File: src/rtl/booth_pkg.sv
package booth_pkg;

  typedef enum logic [1:0] {
    OP_SKIP = 2'd0,
    OP_ADD  = 2'd1,
    OP_SUB  = 2'd2
  } booth_op_e;

  // pair = {current bit, bit to its right}
  function automatic booth_op_e recode_pair(input logic cur, input logic right);
    case ({cur, right})
      2'b01:   recode_pair = OP_ADD;
      2'b10:   recode_pair = OP_SUB;
      default: recode_pair = OP_SKIP;
    endcase
  endfunction

endpackage

File: src/rtl/booth_recode.sv
module booth_recode
  import booth_pkg::*;
(
  input  logic      cur_i,
  input  logic      right_i,
  output booth_op_e op_o
);

  always_comb begin
    op_o = recode_pair(cur_i, right_i);
  end

  always_comb begin
    AST_OP_LEGAL: assert (op_o != booth_op_e'(2'd3));
  end

endmodule

File: src/rtl/booth_addsub.sv
module booth_addsub
  import booth_pkg::*;
#(
  parameter int W = 8
) (
  input  booth_op_e      op_i,
  input  logic [W:0]     acc_i,
  input  logic [W-1:0]   mcand_i,
  output logic [W:0]     sum_o
);

  localparam int AW = W + 1;

  logic [AW-1:0] ext;
  logic [AW-1:0] opnd;
  logic          cin;

  assign ext = {mcand_i[W-1], mcand_i};

  genvar g;
  generate
    for (g = 0; g < AW; g++) begin : g_opnd
      always_comb begin
        case (op_i)
          OP_ADD:  opnd[g] = ext[g];
          OP_SUB:  opnd[g] = ~ext[g];
          default: opnd[g] = 1'b0;
        endcase
      end
    end
  endgenerate

  assign cin   = (op_i == OP_SUB);
  assign sum_o = acc_i + opnd + {{(AW-1){1'b0}}, cin};

endmodule

File: src/rtl/booth_ctrl.sv
module booth_ctrl #(
  parameter int W = 8
) (
  input  logic clk,
  input  logic rst,
  input  logic start_i,
  output logic load_o,
  output logic step_o,
  output logic finish_o,
  output logic busy_o,
  output logic done_o
);

  localparam int CW = (W > 1) ? $clog2(W) : 1;
  localparam logic [CW-1:0] LAST = CW'(W - 1);

  logic [CW-1:0] cnt_q;
  logic          last;

  assign last     = (cnt_q == LAST);
  assign load_o   = start_i && !busy_o;
  assign step_o   = busy_o;
  assign finish_o = busy_o && last;

  always_ff @(posedge clk) begin
    if (rst) begin
      cnt_q  <= '0;
      busy_o <= 1'b0;
      done_o <= 1'b0;
    end else begin
      done_o <= 1'b0;
      if (load_o) begin
        cnt_q  <= '0;
        busy_o <= 1'b1;
      end else if (busy_o) begin
        cnt_q <= cnt_q + 1'b1;
        if (last) begin
          busy_o <= 1'b0;
          done_o <= 1'b1;
        end
      end
    end
  end

  AST_DONE_ONE_CYCLE: assert property (@(posedge clk) disable iff (rst)
    done_o |=> !done_o);
  AST_DONE_NOT_BUSY: assert property (@(posedge clk) disable iff (rst)
    done_o |-> !busy_o);
  AST_RUN_CONTINUES: assert property (@(posedge clk) disable iff (rst)
    (busy_o && !last) |=> (busy_o && !done_o));
  AST_LAST_STEP_DONE: assert property (@(posedge clk) disable iff (rst)
    (busy_o && last) |=> (done_o && !busy_o));
  AST_IDLE_START: assert property (@(posedge clk) disable iff (rst)
    (start_i && !busy_o) |=> busy_o);

endmodule

File: src/rtl/booth_seq_mult.sv
module booth_seq_mult
  import booth_pkg::*;
#(
  parameter int W = 8
) (
  input  logic           clk,
  input  logic           rst,
  input  logic           start_i,
  input  logic [W-1:0]   mcand_i,
  input  logic [W-1:0]   mplier_i,
  output logic           busy_o,
  output logic           done_o,
  output logic [2*W-1:0] product_o
);

  localparam int PW = 2 * W;

  logic [W:0]   acc_q;
  logic [W-1:0] mq_q;
  logic         qx_q;
  logic [W-1:0] mcand_q;

  logic         load, step, finish;
  booth_op_e    op;
  logic [W:0]   sum;

  booth_ctrl #(.W(W)) u_ctrl (
    .clk      (clk),
    .rst      (rst),
    .start_i  (start_i),
    .load_o   (load),
    .step_o   (step),
    .finish_o (finish),
    .busy_o   (busy_o),
    .done_o   (done_o)
  );

  booth_recode u_recode (
    .cur_i   (mq_q[0]),
    .right_i (qx_q),
    .op_o    (op)
  );

  booth_addsub #(.W(W)) u_addsub (
    .op_i    (op),
    .acc_i   (acc_q),
    .mcand_i (mcand_q),
    .sum_o   (sum)
  );

  always_ff @(posedge clk) begin
    if (rst) begin
      acc_q   <= '0;
      mq_q    <= '0;
      qx_q    <= 1'b0;
      mcand_q <= '0;
    end else if (load) begin
      acc_q   <= '0;
      mq_q    <= mplier_i;
      qx_q    <= 1'b0;
      mcand_q <= mcand_i;
    end else if (step) begin
      acc_q <= {sum[W], sum[W:1]};
      mq_q  <= {sum[0], mq_q[W-1:1]};
      qx_q  <= mq_q[0];
    end
  end

  always_ff @(posedge clk) begin
    if (rst) begin
      product_o <= '0;
    end else if (finish) begin
      product_o <= PW'({sum, mq_q[W-1:1]});
    end
  end

  AST_PROD_HOLD: assert property (@(posedge clk) disable iff (rst)
    !done_o |-> $stable(product_o));
  AST_MCAND_HELD: assert property (@(posedge clk) disable iff (rst)
    ($past(busy_o) && busy_o) |-> $stable(mcand_q));

endmodule

File: config.mk
export PLATFORM = sky130hd
export DESIGN_NAME = booth_seq_mult
export DESIGN_NICKNAME = d
export VERILOG_FILES = /design/src/rtl/booth_pkg.sv /design/src/rtl/booth_recode.sv /design/src/rtl/booth_addsub.sv /design/src/rtl/booth_ctrl.sv /design/src/rtl/booth_seq_mult.sv
export SDC_FILE = /design/constraint.sdc
export NUM_CORES = 1
export LEC_CHECK = 0
export ABC_CLOCK_PERIOD_IN_PS = 4300
export BUFFER_PORTS_ARGS = -buffer_cell sky130_fd_sc_hd__clkbuf_2
export CORE_MARGIN = 2
export CORE_UTILIZATION = 36
export DETAILED_ROUTE_END_ITERATION = 10
export GPL_TIMING_DRIVEN = 0
export MAX_ROUTING_LAYER = met4
export PLACE_DENSITY = 0.57
export SLEW_MARGIN = 20
export SYNTH_ARGS = -nofsm -noshare
export SYNTH_HDL_FRONTEND = slang
export SYNTH_SLANG_ARGS = --single-unit
export TNS_END_PERCENT = 20
File: constraint.sdc
create_clock -name clk -period 4.3 [get_ports clk]
set_input_delay 0.645 -clock clk [delete_from_list [all_inputs] [get_ports clk]]
set_output_delay 0.645 -clock clk [all_outputs]
set_load 0.05 [all_outputs]
After elaboration in Yosys (flattened, before gate mapping). Index checks and enable logic that the tools add are counted.

Bits in registers: 46. Output and inout bits: 18. Word-level logic and storage cells: 46. Bits of input ports: 19.

Equal/unequal tests: 5. $add $sub $neg: 3. Muxes and demuxes: 15. Bitwise gates (word level): 9. Reductions and logical operators: 6.

Operators by type and width (count): 8-bit 2-to-1 mux (2); 1-bit case mux with 2 select lines (8); 8-bit by 8-bit adder with 9-bit output (1); 9-bit by 1-bit adder with 9-bit output (1); 1-bit inverter (9); 2-bit by 1-bit == test with 1-bit output, second input constant (2); 2-bit == test, second input constant (2); 1-bit 2-to-1 mux (4); 2-bit case mux with 2 select lines (1); 3-bit by 1-bit adder with 3-bit output, second input constant (1); 3-bit == test, second input constant (1); 3-bit OR reduction (1); 1-bit logical AND (2); 2-bit nonzero test (1); 2-bit OR reduction (1); 1-bit logical NOT (1).

Longest topological paths before layout. Gate-level depths: netlist (run 1).

Depth in word-level cells: 8. Gate-level depth with buffers: 10. Depth with buffers taken out: 10.

By module. From an unflattened synthesis (run 1), not the netlist that was laid out.

Cell total of the unflattened synthesis: 229. Area total of the unflattened synthesis: 2287.2 µm².

Modules (own cells, without submodules): booth_seq_mult (area each 1565.3 µm², sequential area each 820.8 µm², times used 1, cells an instance 144); booth_addsub (area each 470.5 µm², sequential area each 0.0 µm², times used 1, cells an instance 60); booth_ctrl (area each 236.5 µm², sequential area each 100.1 µm², times used 1, cells an instance 23); booth_recode (area each 15.0 µm², sequential area each 0.0 µm², times used 1, cells an instance 2).

Least setup slack after synthesis (run 1). Ideal clock, no wire load.

Path type: flip-flop to flip-flop. Start: register qx_q. End: register product_o[13]. Required time: 4.183 ns. Clock period less this slack: 2.622 ns. Arrival time: 2.504 ns. Setup slack: 1.678 ns. Cell stages (with the launch flop): 9. Path buffers: 0. Library setup time: 0.117 ns. Path through: dfxtp_1 > nand2b_1 > o21ai_0 > fa_1 > fa_1 > a211oi_1 > o21bai_1 > a211o_1 > a32o_1.

Longest elaborated chain between the ends: 6. Elaborated cells on any way between the ends: 14. Classes of those cells: add/sub (2); eq/ne (4); mux (8).

Ends and longest elaborated chain: start, declared (line booth_seq_mult.sv:20) `logic qx_q;`; start signal, assigned (line booth_seq_mult.sv:65) `qx_q <= mq_q[0];`; 2-bit == test or 2-bit by 1-bit == test with 1-bit output (tied branches) (line booth_pkg.sv:11) `case ({cur, right})`; 2-bit case mux with 2 select lines (*) (line booth_pkg.sv:11); 2-bit == test or 2-bit by 1-bit == test with 1-bit output (tied branches) (line booth_addsub.sv:24, booth_addsub.sv:33); 1-bit case mux with 2 select lines (line booth_addsub.sv:24) `case (op_i)`; 8-bit by 8-bit adder with 9-bit output (line booth_addsub.sv:34) `assign sum_o = acc_i + opnd + {{(AW-1){1'b0}}, cin};`; 9-bit by 1-bit adder with 9-bit output (*) (line booth_addsub.sv:34); end signal, assigned (line booth_seq_mult.sv:73) `product_o <= PW'({sum, mq_q[W-1:1]});`; end, declared (line booth_seq_mult.sv:13) `output logic [2*W-1:0] product_o`.

Every way passes the cells marked *; elsewhere a longest branch is shown, timed or not. A chain may end at the register's enable or synchronous reset.

Worst setup path after layout (run 1). Ends and elaborated chain as after synthesis.

==> results of run 1 <==
==> layout by cell type (no fill, tap or decap), drive strengths merged <==
master     n
o21ai     14
buf        9
a211o      2
nor2      31
a21o       2
o21a       1
a32o       1
o211ai     2
nand3b     2
bufinv     1
nand3      6
nand2b     5
nand4      1
nor2b      3
or4b       1
mux2i     14
dfxtp     46
a31oi      1
ha         9
nor3b      2
a22o      13
a21oi     22
inv        1
o21bai     2
o31ai      1
clkinvlp   1
clkbuf    46
or3        1
nand2     32
fa         2
a211oi     3
xnor2      6
==> report_power, final <==
group          internal (W)  total, W  switching (W)
logic             0.0000413  0.000102      0.0000607
registers          0.000439  0.000449     0.00000998
clock network      0.000174  0.000329       0.000156
==> cell type report <==
type                    instances  area [µm²]
clock buffers                   6        72.6
clock inverters                 2        37.5
repair buffers                 36         180
multi-input cells             179        1140
inverters                       1        3.75
flip-flops and latches         46         921
plain buffers                  13        62.6
fillers                       593        3300
well taps                      75        93.8
==> logic make-up (layout without fill, tap and decap cells) <==
family,Yosys count,count (layout)
buf+inv,14,58
compound gates,64,64
fa+ha+maj,11,11
flops,46,46
xor+xnor,6,6
simple gates,84,84
mux,14,14
==> layer usage <==
layer	part of all wire [%]	vias to the layer above	GRT usage (%)
li1	-	921	-
met3	4.1	10	2.33
met2	44	47	24.9
met1	50	799	20.3
met5	0	-	-
met4	1.9	0	7.97
==> final timing paths <==
check | start | to | slack (ps) | cells past startpoint
setup / recovery | qx_q | product_o[13] | 1320 | 8
hold / removal | product_o[15] | product_o[15] | 460 | 2
setup reg to reg | qx_q | product_o[13] | 1320 | 8
hold reg to reg | product_o[15] | product_o[15] | 460 | 2
==> sequential cells by signal, indices dropped and copies added, names as in the netlist <==
register and count:
acc_q 8, mcand_q 8, mq_q 8, product_o 16
qx_q 1, u_ctrl.busy_o 1, u_ctrl.cnt_q 3, u_ctrl.done_o 1
==> worst max-delay path: cells and delay by family, from the launching register on <==
family	cells	cell delay [ps]
AND/OR/NAND/NOR	1	260
AO/OA/AOI/OAI	5	1270
adder cells (fa/ha/maj)	2	970
flip-flops	1	380
==> stage by stage <==
step	instances	hold WS (ps)	util [%]	total power, W	instance area [µm²]
finish	358	462	43.2	0.000880	2510
global route	358	489	43.2	0.000918	2510
CTS	358	469	43.2	0.000887	2510
detailed placement	350	448	41.3	0.000562	2400
global placement	350	455	41.3	0.000561	2400
floorplan	239	446	-	0.000531	2130
==> flow_summary.ini, run 1 <==
[run]
max-cap-violations = 0

[die]
fp.dieW_um = 80.9
dieArea_um2 = 6550
placementRows = 28
start_util_pct = 36.6
core-area_um2 = 5820
die_h_um = 80.9
boundaryPins = 37

[synth]
synthMuxAreaShare_pct = 6.58
synth_compound_area_share_pct = 20.0
synthFlopType = dfxtp_1
yosys.area_share.adder_pct = 7.17
synth_top_family_by_area = compound AO/OA/AOI/OAI gates
async_reset_ff_share_pct = 0
ys_ff_latch = 46
yosys.area_share.simple_pct = 17.5
synth_nets = 269
synth_warnings = 0
yosysSeqAreaShare_pct = 43.2
synth.distinct_cells = 37
synth_edf_count = 0
syn_inst = 239
avgSynthCellArea_um2 = 8.91
yosys.area.top_type = dfxtp_1
yosysMostFrequentCell = dfxtp_1
synth_top_area_share_pct = 43.2
synth_area_leaders = dfxtp_1 43%, mux2i_1 6.6%, nand2_1 5.5%
synth_xor_area_share_pct = 2.47
syn_area_um2 = 2130
netlist_top_cells_count = 46 x dfxtp_1, 31 x nand2_1, 31 x nor2_1

[sta]
min_period_over_period_pct = 69.3
rsz0062_at_grt = false
slew_violations = 0
final.setup_skew_ps = 7.38
timing.slew.headroom_pct = 49.6
tightest_slew_ps = 756
hold_viol_final = 0
max_freq_mhz = 336
setup_viol = 0
tns_ps = 0
setup_ws_ps = 1320
period_minus_slack_ps = 2980

[global_route]
track_usage_pct = 16.0
grt-ovfl-total = 0
grt_pass1_wl_um = 7840
grt_max_degree = 15
antenna_found_initial = 0
grt_pass1_vias = 1713

[route]
wl_per_cell_um = 13.4
drtAntennaViolNets = 0
drt-initial-drc-count = 54
dr.pass1.iters = 4
viasPerCell = 4.96
vias = 1777
wirelength_um = 4780
drc_errors = 0

[placement]
gp_congestion = 0.861
place_hpwl_um = 3500
place_ws_ps = 1290
port_buffers = 36

[worst_hold_path]
hp-class = flop to flop

[clocking]
h-tree-depth = 2
cts_max_path_buffers = 2
post_cts_buffers = 0
hold_buffers = 0
cts_num_sinks = 46
path_clk_slew_ps = 90
cts_root_buf = clkbuf_8
cts_tree = done
cts_inserted_buffers = 5
cts.repair.resized = 0
clk_latency_ps = 310

[worst_setup_path]
startpoint_type = flop
critPathKind = flop to flop
critPathMaxFanout = 8
cp.required_ps = 4510
cp_slowest_cell = fa_1
worstPathArrival_ps = 3190
crit_chain = nand2b_1 -> o21ai_0 -> fa_1 -> fa_1 -> a211oi_1 -> o21bai_1 -> a211o_1 -> a32o_1
crit_path_frequent_cell = fa_1
max_stage_delay_ps = 500
cp-end-kind = flop

[final_layout]
nets = 312
drive_gt1_share_pct = 20.1
syn_to_final_growth_pct = 18.0
antenna-diode-count = 0

[power]
p_leak_nw = 1.11
power_density_nw_per_um2 = 350
max-vdd-ir-drop_mv = 0.128

[run_status]
status = complete, no violations
(Power assumes the default switching activity.)
==> inputs of run 2 (changes only) <==
ABC_CLOCK_PERIOD_IN_PS = 3000   (was 4300)
clock period = 3 ns   (was 4.3 ns; I/O delays follow)
==> run 2 against run 1 <==
- non-clock buffer count stayed put
- worst setup slack worse by 1100 ps
- cell count stayed put
- largest cell class unchanged
- worst hold slack worse by 100 ps
- global-route usage is 0.096 points lower
- first-iteration DRC count is 3.7% higher
- clock-buffer cell count stayed put
- sequential power is 43% higher
- total power is 43% higher
==> flow_summary.ini, run 2 (synthesized netlist as in run 1, its figures left out) <==
[sta]
setup_viol = 0
hold_viol_final = 0
min_period_over_period_pct = 93.2
hold_ws_ps = 360
setup_ws_ps = 205
slew_violations = 0
rsz0062_at_grt = false
period_minus_slack_ps = 2800
final.setup_skew_ps = 7.29
max_freq_mhz = 358
timing.slew.headroom_pct = 49.6
tightest_slew_ps = 756

[route]
vias = 1783
viasPerCell = 4.98
drt-initial-drc-count = 56
drc_errors = 0
wl_per_cell_um = 13.3
dr.pass1.iters = 4
wirelength_um = 4760
drtAntennaViolNets = 0

[clocking]
post_cts_buffers = 0
cts_num_sinks = 46
h-tree-depth = 2
path_clk_slew_ps = 90
cts_root_buf = clkbuf_8
hold_buffers = 0
cts_max_path_buffers = 2
cts_tree = done
cts.repair.resized = 2
cts_inserted_buffers = 5
clk_latency_ps = 310

[global_route]
track_usage_pct = 15.9
grt_pass1_vias = 1710
grt-ovfl-total = 0
grt_pass1_wl_um = 7780
antenna_found_initial = 0
grt_max_degree = 15

[worst_setup_path]
reg2reg_from = qx_q
endpoint = product_o[13]
critPathMaxFanout = 7
startpoint_type = flop
worstPathArrival_ps = 3000
cp.required_ps = 3210
startpoint = qx_q
reg2reg_to = product_o[13]
worst-r2r-cell-count = 9
cp-end-kind = flop
critPathKind = flop to flop
ff2ff_setup_slack_ps = 200

[power]
max-vdd-ir-drop_mv = 0.183
power_density_nw_per_um2 = 499
p_leak_nw = 1.10
p_total_w = 0.00126

[die]
start_util_pct = 36.6
core-area_um2 = 5820
die_h_um = 80.9
dieArea_um2 = 6550
placementRows = 28
fp.dieW_um = 80.9
boundaryPins = 37

[placement]
place_hpwl_um = 3500
port_buffers = 36
place_ws_ps = -7.82
gp_congestion = 0.861

[final_layout]
nets = 312
layout_common_cells = 45 x dfxtp_1, 36 x clkbuf_2, 31 x nand2_1, 31 x nor2_1, 22 x a21oi_1
antenna-diode-count = 0
drive_gt1_share_pct = 21.6
largest_reg_flops = 16
syn_to_final_growth_pct = 18.6
fillers = 588
final_common_cell = dfxtp_1
regMostFlops = product_o

[run]
max-cap-violations = 0

[run_status]
status = complete, no violations

[worst_hold_path]
hp-class = input port to flop
## run 2: cell counts in the layout (fill, tap and decap cells not counted)
Identical to the previous run, type by type.
## run 2: worst min path at each step
| stage | end | startpoint | slack (ps) | cells past startpoint |
|---|---|---|---|---|
| 3_3_place_gp | mcand_q[6] | mcand_q[6] | 450 | 2 |
| 4_1_cts | mcand_q[4] | mcand_i[4] | 350 | 3 |
| 6_report | mcand_q[0] | mcand_i[0] | 360 | 3 |
| 3_5_place_dp | product_o[15] | product_o[15] | 450 | 2 |
| 2_1_floorplan | mcand_q[0] | mcand_q[0] | 450 | 2 |
| 5_1_grt | mcand_q[0] | mcand_i[0] | 370 | 3 |
## run 2: cell type report
class                           count  area, µm²  area share (%)
Buffer                             13       62.6            2.48
Clock buffer                        6       72.6            2.87
Clock inverter                      2       37.5            1.49
Inverter                            1       3.75           0.149
Multi-Input combinational cell    179       1150            45.6
Sequential cell                    46        922            36.5
Tap cell                           75       93.8            3.72
Timing Repair Buffer               36        180            7.14
## run 2: worst max-delay path: stages (launching register included)
cell and delay [ps]:
dfxtp_1 340, nor2b_1 210, nand2_1 90, o21ai_0 170, fa_2 440, fa_1 470, a211oi_2 290, o21bai_1 110
a211o_1 330, a32o_1 260
## run 2: routing by layer
layer	up-vias	part of all wire (%)	GRT usage (%)
met5	-	0	-
met4	0	2.2	7.97
met3	10	4.2	2.33
met2	53	44	24.9
met1	796	49	20.0
li1	924	-	-
## run 2: per-stage QoR
stage | utilization [%] | setup TNS [ps] | cell area, µm² | cells
after floorplan | - | 0 | 2130 | 239
after global placement | 41.3 | 0 | 2400 | 350
after detailed placement | 41.3 | -7.82 | 2400 | 350
after CTS | 43.4 | 0 | 2520 | 358
after global routing | 43.4 | 0 | 2520 | 358
final | 43.4 | 0 | 2520 | 358
## run 2: power breakdown
group / total, W / switching, W / internal (W)
clock network: 0.000470 / 0.000221 / 0.000249
logic: 0.000147 / 0.0000870 / 0.0000599
registers: 0.000644 / 0.0000145 / 0.000630
==> inputs of run 3 (changes only) <==
CTS_BUF_LIST = sky130_fd_sc_hd__clkbuf_4 sky130_fd_sc_hd__clkbuf_8   (was not set)
==> run 3 against run 2 <==
- clock-buffer cell count unchanged
- sequential cell count unchanged
- utilization increased by 0.065 points
- worst hold slack is the same
- fmax about the same
- total power up 0.74%
- critical path depth is the same
- via count about the same
==> flow_summary.ini, run 3 (synthesized netlist as in run 1, its figures left out) <==
[final_layout]
drive_gt1_share_pct = 21.9
nets = 312
final_common_cell = dfxtp_1
layout_common_cells = 45 x dfxtp_1, 36 x clkbuf_2, 31 x nand2_1, 31 x nor2_1, 22 x a21oi_1
finalInstanceArea_um2 = 2530
fin_cells = 358
syn_to_final_growth_pct = 18.7
largest_reg_flops = 16
antenna-diode-count = 0
regMostFlops = product_o

[clocking]
h-tree-depth = 2
cts_tree = done
cts_root_buf = clkbuf_8
cts_num_sinks = 46
cts_inserted_buffers = 5
cts_max_path_buffers = 2
clk_latency_ps = 310
path_clk_slew_ps = 90
post_cts_buffers = 0

[sta]
hold_ws_ps = 360
min_period_over_period_pct = 93.1
slew_violations = 0
rsz0062_at_grt = false
max_freq_mhz = 358
hold_viol_final = 0
timing.slew.headroom_pct = 49.6
period_minus_slack_ps = 2790
tightest_slew_ps = 756
final.setup_skew_ps = 7.29
setup_viol = 0

[placement]
place_hpwl_um = 3500
gp_congestion = 0.861
dp_cells = 350
port_buffers = 36
placed_cell_area_um2 = 2400

[run]
max-cap-violations = 0

[global_route]
antenna_found_initial = 0
grt-ovfl-total = 0
grt_pass1_wl_um = 7780
grt_pass1_vias = 1710
grt_max_degree = 15
track_usage_pct = 15.9

[die]
start_util_pct = 36.6
fp.dieW_um = 80.9
boundaryPins = 37
core-area_um2 = 5820
dieArea_um2 = 6550
die_h_um = 80.9
placementRows = 28

[run_status]
status = complete, no violations

[route]
wirelength_um = 4760
drtAntennaViolNets = 0
drc_errors = 0
vias = 1784
wl_per_cell_um = 13.3
drt-initial-drc-count = 56
dr.pass1.iters = 4
viasPerCell = 4.98

[worst_setup_path]
worstPathArrival_ps = 3000
cp.required_ps = 3210
worst-r2r-cell-count = 9
startpoint_type = flop
cp-end-kind = flop
critPathMaxFanout = 7
critPathKind = flop to flop

[power]
p_leak_nw = 1.11
power_density_nw_per_um2 = 502
p_total_w = 0.00127
max-vdd-ir-drop_mv = 0.183

[worst_hold_path]
holdPathStages = 3
hp-class = input port to flop
==> run 3: cell types whose count changed in the layout (fill, tap and decap cells not counted) <==
| cell | before | now |
|---|---|---|
| clkbuf_1 | 5 | 4 |
| clkbuf_4 | 0 | 1 |
==> run 3: repair_timing <==
action                     in CTS  in global routing
setup endpoints to repair       1                  4
gates resized for setup         2                  2
hold buffers                    0                  0
==> run 3: routing by layer <==
metal  track usage [%]  vias to the layer above  wire [µm]  share of wire, %
met3              2.33                       10        201               4.2
li1                  -                      924          -                 -
met1              20.0                      797       2340                49
met5                 -                        -          0                 0
met4              7.97                        0        104               2.2
met2              24.9                       53       2110                44
==> run 3: final cells by class <==
| type | count | area [µm²] |
|---|---|---|
| clock inverter | 2 | 37.5 |
| clock buffer | 6 | 76.3 |
| timing repair buffer | 36 | 180 |
| multi-input combinational | 179 | 1150 |
| buffer | 13 | 62.6 |
| sequential | 46 | 922 |
| inverter | 1 | 3.75 |
| tap | 75 | 93.8 |
| fill | 588 | 3290 |
==> run 3: worst paths after layout <==
check | start | end | slack, ps
setup / recovery | qx_q | product_o[13] | 210
hold / removal | mcand_i[0] | mcand_q[0] | 360
setup reg to reg | qx_q | product_o[13] | 210
hold reg to reg | product_o[15] | product_o[15] | 460
==> run 3: critical path, stage by stage (launching register included) <==
cell and delay [ps]:
dfxtp_1 340, nor2b_1 210, nand2_1 90, o21ai_0 170
fa_2 440, fa_1 470, a211oi_2 290, o21bai_1 110
a211o_1 330, a32o_1 260
==> run 3: metrics by stage <==
step	worst slack, ps	setup TNS (ps)	utilization (%)
finish	206	0	43.5
global route	26.0	0	43.5
CTS	57.6	0	43.4
detailed placement	-7.82	-7.82	41.3
global placement	18.0	0	41.3
floorplan	378	0	-
==> run 3: report_power, final <==
group	switching (W)	leakage, nW	internal, W
Sequential	0.0000145	0.374	0.000630
Clock	0.000221	0.0548	0.000258
Combinational	0.0000870	0.679	0.0000599
